**config.mk**
```make
export PLATFORM = sky130hd
export DESIGN_NAME = irq_agg
export DESIGN_NICKNAME = d
export VERILOG_FILES = /design/src/rtl/irq_agg_pkg.sv /design/src/rtl/irq_agg_ctrl.sv /design/src/rtl/irq_agg_datapath.sv /design/src/rtl/irq_agg.sv
export SDC_FILE = /design/constraint.sdc
export NUM_CORES = 1
export LEC_CHECK = 0
export BUFFER_PORTS_ARGS = -buffer_cell sky130_fd_sc_hd__buf_2
export CAP_MARGIN = 20
export CORE_UTILIZATION = 48
export CTS_CLUSTER_SIZE = 24
export DETAILED_ROUTE_END_ITERATION = 8
export GPL_ROUTABILITY_DRIVEN = 0
export HOLD_SLACK_MARGIN = 0.05
export PLACE_DENSITY_LB_ADDON = 0.05
export RECOVER_POWER = 25
export SLEW_MARGIN = 40
export SYNTH_ARGS = -nofsm -noshare
export SYNTH_HDL_FRONTEND = slang
export SYNTH_SLANG_ARGS = --single-unit
```
**constraint.sdc**
```tcl
create_clock -name clk -period 1.6 [get_ports clk]
set_input_delay 0.24 -clock clk [delete_from_list [all_inputs] [get_ports clk]]
set_output_delay 0.24 -clock clk [all_outputs]
set_load 0.02 [all_outputs]
```
**src/rtl/irq_agg_pkg.sv**
```systemverilog
package irq_agg_pkg;
  parameter int NUM_BUF   = 64;
  parameter int REG_W     = 32;
  parameter int DIRECT    = 16;
  parameter int MID_END   = 32;
  parameter int ADDR_W    = 3;
  localparam int NUM_WORDS = NUM_BUF / REG_W;
  localparam int ADDR_STAT = 2 * NUM_WORDS;
  localparam int ADDR_CTRL = 2 * NUM_WORDS + 1;

  typedef struct packed {
    logic [NUM_WORDS-1:0] wrFlag;
    logic [NUM_WORDS-1:0] wrMask;
    logic                 wrStatus;
    logic                 wrCtrl;
  } wrStrobes_t;
endpackage

```
**src/rtl/irq_agg_ctrl.sv**
```systemverilog
module irq_agg_ctrl
  import irq_agg_pkg::*;
(
  input  logic              clk,
  input  logic              rstN,
  input  logic              regWrEn,
  input  logic [ADDR_W-1:0] regAddr,
  output wrStrobes_t        strb
);
  always_comb begin
    strb = '0;
    if (regWrEn) begin
      for (int w = 0; w < NUM_WORDS; w++) begin
        if (regAddr == ADDR_W'(w))             strb.wrFlag[w] = 1'b1;
        if (regAddr == ADDR_W'(NUM_WORDS + w)) strb.wrMask[w] = 1'b1;
      end
      if (regAddr == ADDR_W'(ADDR_STAT)) strb.wrStatus = 1'b1;
      if (regAddr == ADDR_W'(ADDR_CTRL)) strb.wrCtrl   = 1'b1;
    end
  end

  // at most one register is written per cycle; unused addresses strobe nothing
  assert_onehot_strobe_R10: assert property (@(posedge clk) disable iff (!rstN)
    $onehot0(strb));
  assert_unused_quiet_R10: assert property (@(posedge clk) disable iff (!rstN)
    (regAddr > ADDR_W'(ADDR_CTRL)) |-> (strb == '0));
endmodule

```
**src/rtl/irq_agg_datapath.sv**
```systemverilog
module irq_agg_datapath
  import irq_agg_pkg::*;
(
  input  logic               clk,
  input  logic               rstN,
  input  wrStrobes_t         strb,
  input  logic [REG_W-1:0]   wrData,
  input  logic [ADDR_W-1:0]  rdAddr,
  output logic [REG_W-1:0]   rdData,
  input  logic [NUM_BUF-1:0] bufDone,
  input  logic               busOffPulse,
  input  logic               errorPulse,
  output logic [DIRECT-1:0]  bufIrq,
  output logic               grpIrqMid,
  output logic               grpIrqHigh,
  output logic               busOffIrq,
  output logic               errorIrq
);
  logic [NUM_BUF-1:0] flags;
  logic [NUM_BUF-1:0] masks;
  logic [NUM_BUF-1:0] armed;
  logic [1:0]         stat;
  logic [1:0]         ctrl;

  assign armed = flags & masks;

  always_ff @(posedge clk or negedge rstN) begin
    if (!rstN) begin
      flags <= '0;
      masks <= '0;
    end else begin
      for (int w = 0; w < NUM_WORDS; w++) begin
        flags[w*REG_W +: REG_W] <= (flags[w*REG_W +: REG_W]
                                    & ~(strb.wrFlag[w] ? wrData : '0))
                                   | bufDone[w*REG_W +: REG_W];
        if (strb.wrMask[w]) masks[w*REG_W +: REG_W] <= wrData;
      end
    end
  end

  always_ff @(posedge clk or negedge rstN) begin
    if (!rstN) begin
      stat <= '0;
      ctrl <= '0;
    end else begin
      stat <= (stat & ~(strb.wrStatus ? wrData[1:0] : 2'b00)) | {errorPulse, busOffPulse};
      if (strb.wrCtrl) ctrl <= wrData[1:0];
    end
  end

  always_ff @(posedge clk or negedge rstN) begin
    if (!rstN) begin
      bufIrq     <= '0;
      grpIrqMid  <= 1'b0;
      grpIrqHigh <= 1'b0;
      busOffIrq  <= 1'b0;
      errorIrq   <= 1'b0;
    end else begin
      bufIrq     <= armed[DIRECT-1:0];
      grpIrqMid  <= |armed[MID_END-1:DIRECT];
      grpIrqHigh <= |armed[NUM_BUF-1:MID_END];
      busOffIrq  <= stat[0] & ctrl[0];
      errorIrq   <= stat[1] & ctrl[1];
    end
  end

  always_comb begin
    rdData = '0;
    for (int w = 0; w < NUM_WORDS; w++) begin
      if (rdAddr == ADDR_W'(w))             rdData = flags[w*REG_W +: REG_W];
      if (rdAddr == ADDR_W'(NUM_WORDS + w)) rdData = masks[w*REG_W +: REG_W];
    end
    if (rdAddr == ADDR_W'(ADDR_STAT)) rdData = {{(REG_W-2){1'b0}}, stat};
    if (rdAddr == ADDR_W'(ADDR_CTRL)) rdData = {{(REG_W-2){1'b0}}, ctrl};
  end

  for (genvar w = 0; w < NUM_WORDS; w++) begin : g_flagChecks
    // every pulsed bit is set afterwards, whatever was written
    assert_pulse_sets_R4: assert property (@(posedge clk) disable iff (!rstN)
      (bufDone[w*REG_W +: REG_W] != '0) |=>
        ((flags[w*REG_W +: REG_W] & $past(bufDone[w*REG_W +: REG_W]))
          == $past(bufDone[w*REG_W +: REG_W])));
    // without a write no flag falls
    assert_sticky_R3: assert property (@(posedge clk) disable iff (!rstN)
      !strb.wrFlag[w] |=>
        ((flags[w*REG_W +: REG_W] & $past(flags[w*REG_W +: REG_W]))
          == $past(flags[w*REG_W +: REG_W])));
    // written ones without a new pulse are clear afterwards
    assert_clear_R3: assert property (@(posedge clk) disable iff (!rstN)
      strb.wrFlag[w] |=>
        ((flags[w*REG_W +: REG_W]
          & $past(wrData & ~bufDone[w*REG_W +: REG_W])) == '0));
  end

  assert_grp_mid_R6: assert property (@(posedge clk) disable iff (!rstN)
    grpIrqMid |-> $past(|(flags[MID_END-1:DIRECT] & masks[MID_END-1:DIRECT])));
  assert_grp_high_R7: assert property (@(posedge clk) disable iff (!rstN)
    grpIrqHigh |-> $past(|(flags[NUM_BUF-1:MID_END] & masks[NUM_BUF-1:MID_END])));
  assert_busoff_set_R8: assert property (@(posedge clk) disable iff (!rstN)
    busOffPulse |=> stat[0]);
  assert_error_set_R8: assert property (@(posedge clk) disable iff (!rstN)
    errorPulse |=> stat[1]);
  assert_busoff_irq_R9: assert property (@(posedge clk) disable iff (!rstN)
    $rose(busOffIrq) |-> $past(stat[0] && ctrl[0]));
endmodule

```
**src/rtl/irq_agg.sv**
```systemverilog
module irq_agg
  import irq_agg_pkg::*;
(
  input  logic         clk,
  input  logic         rstN,
  input  logic [2:0]   regAddr,
  input  logic         regWrEn,
  input  logic [31:0]  regWrData,
  output logic [31:0]  regRdData,
  input  logic [63:0]  bufDone,
  input  logic         busOffPulse,
  input  logic         errorPulse,
  output logic [15:0]  bufIrq,
  output logic         grpIrqMid,
  output logic         grpIrqHigh,
  output logic         busOffIrq,
  output logic         errorIrq
);
  wrStrobes_t strb;

  irq_agg_ctrl u_ctrl (
    .clk     (clk),
    .rstN    (rstN),
    .regWrEn (regWrEn),
    .regAddr (regAddr),
    .strb    (strb)
  );

  irq_agg_datapath u_dp (
    .clk         (clk),
    .rstN        (rstN),
    .strb        (strb),
    .wrData      (regWrData),
    .rdAddr      (regAddr),
    .rdData      (regRdData),
    .bufDone     (bufDone),
    .busOffPulse (busOffPulse),
    .errorPulse  (errorPulse),
    .bufIrq      (bufIrq),
    .grpIrqMid   (grpIrqMid),
    .grpIrqHigh  (grpIrqHigh),
    .busOffIrq   (busOffIrq),
    .errorIrq    (errorIrq)
  );
endmodule

```
==> results of run 1 <==
==> layout by cell type (no fill, tap or decap), types with 2 or more instances in the layout <==
master / Yosys / final
sky130_fd_sc_hd__mux2i_1: 4 / 4
sky130_fd_sc_hd__a221o_1: 2 / 2
sky130_fd_sc_hd__mux2_2: 64 / 64
sky130_fd_sc_hd__buf_2: 1 / 122
sky130_fd_sc_hd__nor2_1: 2 / 2
sky130_fd_sc_hd__a21o_1: 66 / 66
sky130_fd_sc_hd__and2_1: 48 / 13
sky130_fd_sc_hd__clkbuf_16: 0 / 17
sky130_fd_sc_hd__clkinv_2: 0 / 4
sky130_fd_sc_hd__and2_0: 0 / 5
sky130_fd_sc_hd__nand2_1: 65 / 64
sky130_fd_sc_hd__a221oi_1: 4 / 4
sky130_fd_sc_hd__nand3_1: 3 / 3
sky130_fd_sc_hd__dlygate4sd3_1: 0 / 67
sky130_fd_sc_hd__clkinvlp_4: 0 / 3
sky130_fd_sc_hd__a22oi_2: 0 / 5
sky130_fd_sc_hd__mux4_2: 30 / 30
sky130_fd_sc_hd__dfrtp_1: 152 / 150
sky130_fd_sc_hd__clkbuf_4: 0 / 12
sky130_fd_sc_hd__and2_4: 0 / 30
sky130_fd_sc_hd__dfrtp_2: 0 / 2
sky130_fd_sc_hd__clkinv_4: 0 / 3
sky130_fd_sc_hd__a22oi_1: 16 / 11
sky130_fd_sc_hd__buf_6: 14 / 34
sky130_fd_sc_hd__nor2b_1: 3 / 3
sky130_fd_sc_hd__buf_12: 0 / 9
sky130_fd_sc_hd__clkbuf_1: 5 / 3
sky130_fd_sc_hd__buf_4: 5 / 126
sky130_fd_sc_hd__a22o_1: 4 / 4
sky130_fd_sc_hd__clkbuf_8: 0 / 3
sky130_fd_sc_hd__o2bb2ai_1: 2 / 2
sky130_fd_sc_hd__nand4_1: 5 / 5
==> logic make-up (layout without fill, tap and decap cells) <==
group                  after synthesis  in the layout  synth area share
AOI/OAI and AO/OA                   94             94             0.105
buffers and inverters               26            407            0.0323
DFF                                152            152             0.552
muxes                              100            100             0.212
and+or+nand+nor                    132            132            0.0991
==> synthesized netlist by cell type (3+ instances only) <==
cell type	instances
sky130_fd_sc_hd__mux4_2	30
sky130_fd_sc_hd__nand4_1	5
sky130_fd_sc_hd__clkbuf_1	5
sky130_fd_sc_hd__a22o_1	4
sky130_fd_sc_hd__a21o_1	66
sky130_fd_sc_hd__buf_6	14
sky130_fd_sc_hd__nand2_1	65
sky130_fd_sc_hd__and2_1	48
sky130_fd_sc_hd__dfrtp_1	152
sky130_fd_sc_hd__nor2b_1	3
sky130_fd_sc_hd__mux2_2	64
sky130_fd_sc_hd__mux2i_1	4
sky130_fd_sc_hd__a221oi_1	4
sky130_fd_sc_hd__buf_4	5
sky130_fd_sc_hd__a22oi_1	16
sky130_fd_sc_hd__nand3_1	3
==> metrics by stage <==
stage	setup WS, ns	cell area (sq um)	setup TNS [ns]
4_1_cts	-0.219	10300	-6.09
3_3_place_gp	-0.103	7990	-5.11
3_5_place_dp	-0.107	7990	-5.65
6_report	-0.226	10500	-5.93
2_1_floorplan	0.0720	6900	0
5_1_grt	-0.267	10500	-7.61
==> worst register-to-register path, delay by kind of cell (launching register included) <==
| family | cells | cell delay [ns] |
|---|---|---|
| buffers and inverters | 2 | 0.23 |
| flip-flops | 1 | 0.39 |
| AO/OA/AOI/OAI | 1 | 0.19 |
| AND/OR/NAND/NOR | 2 | 0.62 |
==> cell type report <==
type                       count  share of cell area
clock buffer                  21              0.0449
clock inverter                11             0.00943
inverter                       1            0.000358
multi-input combinational    326               0.284
sequential                   152               0.363
tap                          180              0.0215
timing repair buffer         374               0.277
==> path summary, 6_finish.rpt <==
check / from / end / slack (ns) / cells after the start
setup / recovery: u_dp.masks[45] / regRdData[13] / -0.23 / 3
hold / removal: regWrData[6] / u_dp.masks[38] / 0.1 / 2
setup reg to reg: u_dp.flags[49] / u_dp.grpIrqHigh / 0.03 / 5
hold reg to reg: u_dp.stat[0] / u_dp.stat[0] / 0.50 / 1
max in group asynchronous: rstN / u_dp.bufIrq[15] / 0.19 / 3
min in group asynchronous: rstN / u_dp.flags[12] / 0.54 / 2
==> timing repair <==
action	CTS	global route
gates cloned	0	0
hold endpoints to repair	102	0
setup buffers	103	28
resized for setup	97	6
setup endpoints to repair	32	33
hold buffers	67	0
pin swaps	16	7
==> report_power, final <==
group | internal (mW) | switching [mW] | total [mW]
sequential | 4.35 | 0.260 | 4.61
combinational | 1.70 | 1.19 | 2.90
clock | 2.26 | 1.56 | 3.81
total | 8.31 | 3.01 | 11.3
==> sequential cells by signal (all words and copies together), names as in the netlist <==
signal / cells
u_dp.flags: 64
u_dp.masks: 64
u_dp.bufIrq: 16
u_dp.ctrl: 2
u_dp.stat: 2
u_dp.busOffIrq: 1
u_dp.errorIrq: 1
u_dp.grpIrqHigh: 1
u_dp.grpIrqMid: 1
==> layer usage <==
metal | track usage | wire length, microns | up-vias
li1 | - | - | 2578
met1 | 0.364 | 8520 | 2872
met2 | 0.472 | 10100 | 188
met3 | 0.0698 | 1130 | 22
met4 | 0.0965 | 310 | 0
met5 | 0 | 0 | -
==> run summary, run 1 <==
The run finished, with violations left. The checks that failed: setup timing. The clock transition at the register clock pins on the worst setup and hold paths after CTS came out at 0.07 ns.

Setup repair after global routing could not meet its margin everywhere. The total buffers and inverters traversed by the critical path is 1. Data on the critical path is required at its endpoint by 1.36 ns. The number of hold violations in the final report came out at 0. After the last flow step, the layout net total stands at 976.

The synthesized netlist occupies a cell area of 0.00690 sq mm. The first-pass detailed-route iteration total is 4. The synthesized area per cell is 13.7 sq um. Relative to the synthesized area, the layout overhead comes to 52.1%. The root buffer selected by CTS is sky130_fd_sc_hd__clkbuf_16.

The clock passes through at most 2 buffers. The average wire per standard cell came out at 18.8 microns. By area the synthesized netlist is led by sky130_fd_sc_hd__dfrtp_1, sky130_fd_sc_hd__mux2_2, sky130_fd_sc_hd__mux4_2, sky130_fd_sc_hd__a21o_1, sky130_fd_sc_hd__and2_1. The proportion of layout cells with a drive suffix above 1 came out at 0.532. Port buffering added 155 buffers. The estimated wirelength of the detail-placed design came out at 12.6 mm. For the pin with the worst max-slew slack, the measured transition is 1.01 ns.

The most used flip-flop cell after synthesis is sky130_fd_sc_hd__dfrtp_1. The clock net sink count came out at 152. The total instance count after detailed placement came out at 837. The core region area came out at 0.0139 sq mm. The critical path's top delay family is multiplexers. Of all cell types, the one taking the most synthesized area is sky130_fd_sc_hd__dfrtp_1. The starting DRC count in detailed routing is 322. Summing all multi-input logic gate instances after layout gives 0.00297 sq mm. The I/O pin count is 156. The overall track demand over capacity in global routing came out at 0.284. The fill cell instance count of the final layout came out at 912. The die boundary height is 122 microns. The critical path goes through mux4_2, and2_4, buf_6.

In this run, synthesis produced a sequential element count of 152. The count of nets left with antenna violations once routing finished came out at 0. The kind of launch point of the worst setup path is a flip-flop. The H-tree was split into 4 levels.

TritonCTS built the clock tree. The worst setup path category is reg2out. Setup violations remaining at the end of the flow were counted as 32. The via-per-instance ratio is 5.31. The maximum clock skew at final layout came out at 0.00782 ns. The initial antenna violation count is 0. The clock network latency to the later pin of the worst-skew pair came out at 0.42 ns. In this run the core area contains 43 standard-cell rows. The repair_antennas step left the layout with diodes totalling 0. The headroom to the max-slew limit is 0.325. Counting distinct cell types in the post-synthesis netlist gives 29. IR analysis of the VDD net gives a maximum drop of 0.000795 V. The largest individual stage delay along the critical path comes from the cell sky130_fd_sc_hd__mux4_2.

The largest net degree at the start of global routing is 59. The final cycle utilization of the critical path is 1.14. The net count of the mapped netlist came out at 608. The number of global-route vias before repair came out at 5859. Yosys printed 0 warnings. The power per unit of standard cell area came out at 1080 mW/mm^2. The number of max-slew violations in the final report was 0. The final wirelength came out at 20.1 mm. STA classifies the critical path endpoint as an output pin. Across the run, the number of max-cap violations was 0. The async set-reset flop share out of synthesis came out at 1.00. The utilization after layout is 0.752. The number of enable flip-flop cells after synthesis came out at 0. The tightest min-delay check is of the in2reg type. The die area is 0.0148 sq mm. The vias after detailed routing is 5660.

The initial cell density of the core is 0.495. The sequential share of the synthesized area came out at 0.552. The worst stage delay on the critical path came out at 0.48 ns. STA puts the critical path data arrival time at 1.59 ns. The leftover overflow at the end of global routing is 0. The worst path setup slack after routing came out at -0.226 ns. The horizontal die dimension came out at 122 microns. The worst hold-check slack came out at 0.100 ns.

The non-filler instance count after layout is 1065. For this run, the top clock speed supported by timing is 548 MHz. The share of Yosys cell area claimed by the top area cell type is 0.552.

The area taken by flip-flops and latches came out at 0.00381 sq mm. The wire length of the first global-routing pass is 31.0 mm. The instance count of the mapped netlist is 504.

The maximum net fanout on the critical path is 2. The total chip power came out at 11.3 mW. The analysis attributes to cell leakage a power of 4.55 nW. Counting the buffers created by CTS gives 17. In the routed design, unresolved DRC markers number 0.

The clock period minus worst slack came out at 1.83 ns.
(Power assumes the default switching activity.)
==> inputs of run 2 (changes only) <==
--- a/constraint.sdc
+++ b/constraint.sdc
@@ -3,2 +3,2 @@
 set_output_delay 0.24 -clock clk [all_outputs]
-set_load 0.02 [all_outputs]
+set_load 0.005 [all_outputs]
==> run 2 against run 1 <==
Utilization is 0.33 points higher. Power increased by 5.8%. Register-to-register slack improved by 0.02 ns. Final area is 0.44% higher. Clock power is 24% higher. Critical path type unchanged. The flow still finishes with violations (setup timing). Sequential share of layout area decreased by 0.18 points. Die area is the same. Clock-buffer cell count down 1. Global-route usage rose by 0.52 points. Routed wire length rose by 1.7%.
==> run summary, run 2 (synthesis gave the netlist of run 1 again) <==
The number of I/O port buffers is 155 (unchanged). STA classifies the critical path startpoint as a flip-flop. The wire length of the first global-routing pass was 31.5 mm (+1.6%).

The overall track demand over capacity in global routing is 0.289 (+0.00521). The library cell used most frequently in the layout, excluding fill and tap cells, is sky130_fd_sc_hd__dfrtp_1. The die area came out at 0.0148 sq mm (unchanged). The met2 track utilization from global routing came out at 0.478 (+0.00671). The number of global-route vias before repair came out at 5890 (+0.53%). The power per unit of standard cell area came to 1140 mW/mm^2 (+5.4%). The critical path in this run is classified as reg2out.

The clock share of power is 0.395 (+0.058). The via-per-instance ratio is 5.38 (+1.2%). The maximum clock skew at final layout came to 0.00420 ns (-0.00362 ns).

The worst hold path class is in2reg. The root buffer selected by CTS is sky130_fd_sc_hd__clkbuf_16. The internal power contribution came out at 9.17 mW (+10%). In this run the most used layer during global routing was met2. The average wire per standard cell came out at 19.3 microns (+2.5%). The buffer levels on the longest clock path came to 2 (unchanged). The maximum net fanout on the critical path came out at 3 (+1).

The non-filler instance count after layout is 1057 (-0.75%). The initial cell density of the core is 0.495 (unchanged). The remaining design rule violation count came out at 0 (unchanged).

The proportion of layout cells with a drive suffix above 1 came out at 0.527 (-0.00541). The total clock buffers created by CTS is 17 (unchanged). The headroom to the max-slew limit came to 0.379 (+0.0540). The fill cell instance count of the final layout is 918 (+0.66%). The arrival time of the worst setup path is 1.57 ns (-0.02 ns). The met3 routing resource usage after global routing came out at 0.0651 (-0.00468). The post-route antenna net violation count is 0 (unchanged). The leakage component of the power came out at 4.57 nW (+0.35%). The worst path setup slack after routing came out at -0.215 ns (+0.0110 ns). The setup TNS after final layout is -5.49 ns (+0.442 ns).

The met1 usage in global routing came out at 0.376 (+0.0126). The clock period minus worst slack is 1.81 ns (-0.0110 ns). The sequential power share is 0.386 (-0.021). The vias after detailed routing came out at 5684 (+0.42%). The post-layout net count came out at 969 (-0.72%). The I/O pin count is 156 (unchanged). The die boundary height came to 122 microns (unchanged). The count of maximum capacitance violations came to 0 (unchanged). The estimated wirelength of the detail-placed design is 12.8 mm (+2.2%). The worst reg2reg path depth came out at 5 (unchanged).

Setup repair after global routing could not meet its margin everywhere. The clock net sink count came out at 152 (unchanged). The first-pass detailed-route iteration total came to 5 (+1). The endpoint required time on the critical path is 1.36 ns (about the same). The final cycle utilization of the critical path came out at 1.13 (-0.00688). The combinational share of power came out at 0.218 (-0.038). The largest vdd supply drop came out at 0.000781 V (-1.7%). The H-tree depth came out at 4 (unchanged).

The total number of placement rows came to 43 (unchanged). The horizontal die dimension is 122 microns (unchanged). The number of failing setup endpoints in the final timing report is 32 (unchanged). Walking the worst path, the cells encountered are mux4_2, and2_4, buf_6.

The core region area is 0.0139 sq mm (unchanged). The total instance count after detailed placement is 837 (unchanged). The capturing element type of the critical path is an output pin. The largest net degree at the start of global routing is 52 (-12%). The initial antenna violation count is 0 (unchanged).

Among all stages on the critical path, the largest delay is contributed by sky130_fd_sc_hd__mux4_2. The top cell types in the final layout, fill and taps aside, are sky130_fd_sc_hd__dfrtp_1, sky130_fd_sc_hd__buf_2, sky130_fd_sc_hd__buf_4. The worst stage delay on the critical path came out at 0.46 ns (-0.02 ns). The clock network latency to the later pin of the worst-skew pair came out at 0.42 ns (about the same). The pin slew with the least headroom to its limit is 0.931 ns (-0.0810 ns). The number of hold violations in the final report came out at 0 (unchanged). The largest registers in the layout are u_dp.flags x64, u_dp.masks x64, u_dp.bufIrq x16.

The top achievable clock speed is 551 MHz (+0.61%). The clock transition at the register clock pins on the worst setup and hold paths after CTS was 0.06 ns (about the same). The leftover overflow at the end of global routing came to 0 (unchanged). The power spent charging and discharging nets was 2.81 mW (-6.6%).

The antenna diode count came out at 0 (unchanged). The final wirelength came out at 20.4 mm (+1.7%). The starting DRC count in detailed routing is 313 (-2.8%). The cell depth of the worst min-delay path is 2 (unchanged). The switching share of power came out at 0.235 (-0.0313). The number of max-slew violations in the final report was 0 (unchanged). TritonCTS built the clock tree.

The layout overhead on the synthesized area came out at 52.7%. The checks that failed: setup timing. The flow ran to the end, but the final reports show violations.
==> run 2: area by class of cell <==
class / count / area, sq um / area share
Clock inverter: 11 / 244 / 0.0232
Multi-Input combinational cell: 326 / 2990 / 0.283
Inverter: 1 / 3.75 / 0.000356
Clock buffer: 20 / 457 / 0.0434
Tap cell: 180 / 225 / 0.0214
Sequential cell: 152 / 3800 / 0.361
Timing Repair Buffer: 367 / 2810 / 0.267
==> run 2: worst paths after layout <==
check                                from              end  slack, ns
min in group asynchronous            rstN  u_dp.bufIrq[12]       0.50
setup / recovery           u_dp.flags[47]    regRdData[15]      -0.21
hold reg to reg              u_dp.stat[1]     u_dp.stat[1]       0.49
hold / removal               regWrData[8]   u_dp.masks[40]        0.1
max in group asynchronous            rstN   u_dp.flags[55]       0.31
setup reg to reg           u_dp.masks[58]  u_dp.grpIrqHigh       0.05
==> run 2: power by group through the flow <==
stage	Clock [mW]	Combinational [mW]	Sequential, mW
detailed placement	0	1.61	4.79
floorplan	0	0.940	4.65
finish	4.73	2.62	4.63
global placement	0	1.58	4.76
CTS	4.78	2.46	4.61
global route	4.95	2.81	4.67
==> run 2: timing repair <==
action	in CTS	in global routing
endpoints found under the setup margin	32	33
cloned	0	0
pin swaps	22	11
resized for setup	38	25
endpoints found under the hold margin	129	0
hold buffers	67	0
setup buffers	107	18
==> run 2: through the flow <==
stage               instance area [sq um]  utilization  hold WS, ns  total power, mW  worst slack [ns]
floorplan                            6900            -      -0.0556             5.59             0.131
global placement                     7990        0.573        0.161             6.34           -0.0747
detailed placement                   7990        0.573        0.160             6.40            -0.103
CTS                                 10300        0.741       0.0866             11.8            -0.215
global route                        10500        0.756       0.0893             12.4            -0.262
finish                              10500        0.756       0.0975             12.0            -0.215
==> run 2: critical path, delay by kind of cell, from the launching register on <==
kind | cells | cell delay, ns
and+or+nand+nor | 1 | 0.17
buffers and inverters | 1 | 0.10
DFF | 1 | 0.41
muxes | 1 | 0.46
==> run 2: per-layer routing <==
metal  part of all wire  vias up  wire (microns)
met5                  0        -               0
met4              0.017        0             351
met3              0.050       28            1030
met2               0.50      191           10300
met1               0.43     2909            8750
li1                   -     2556               -
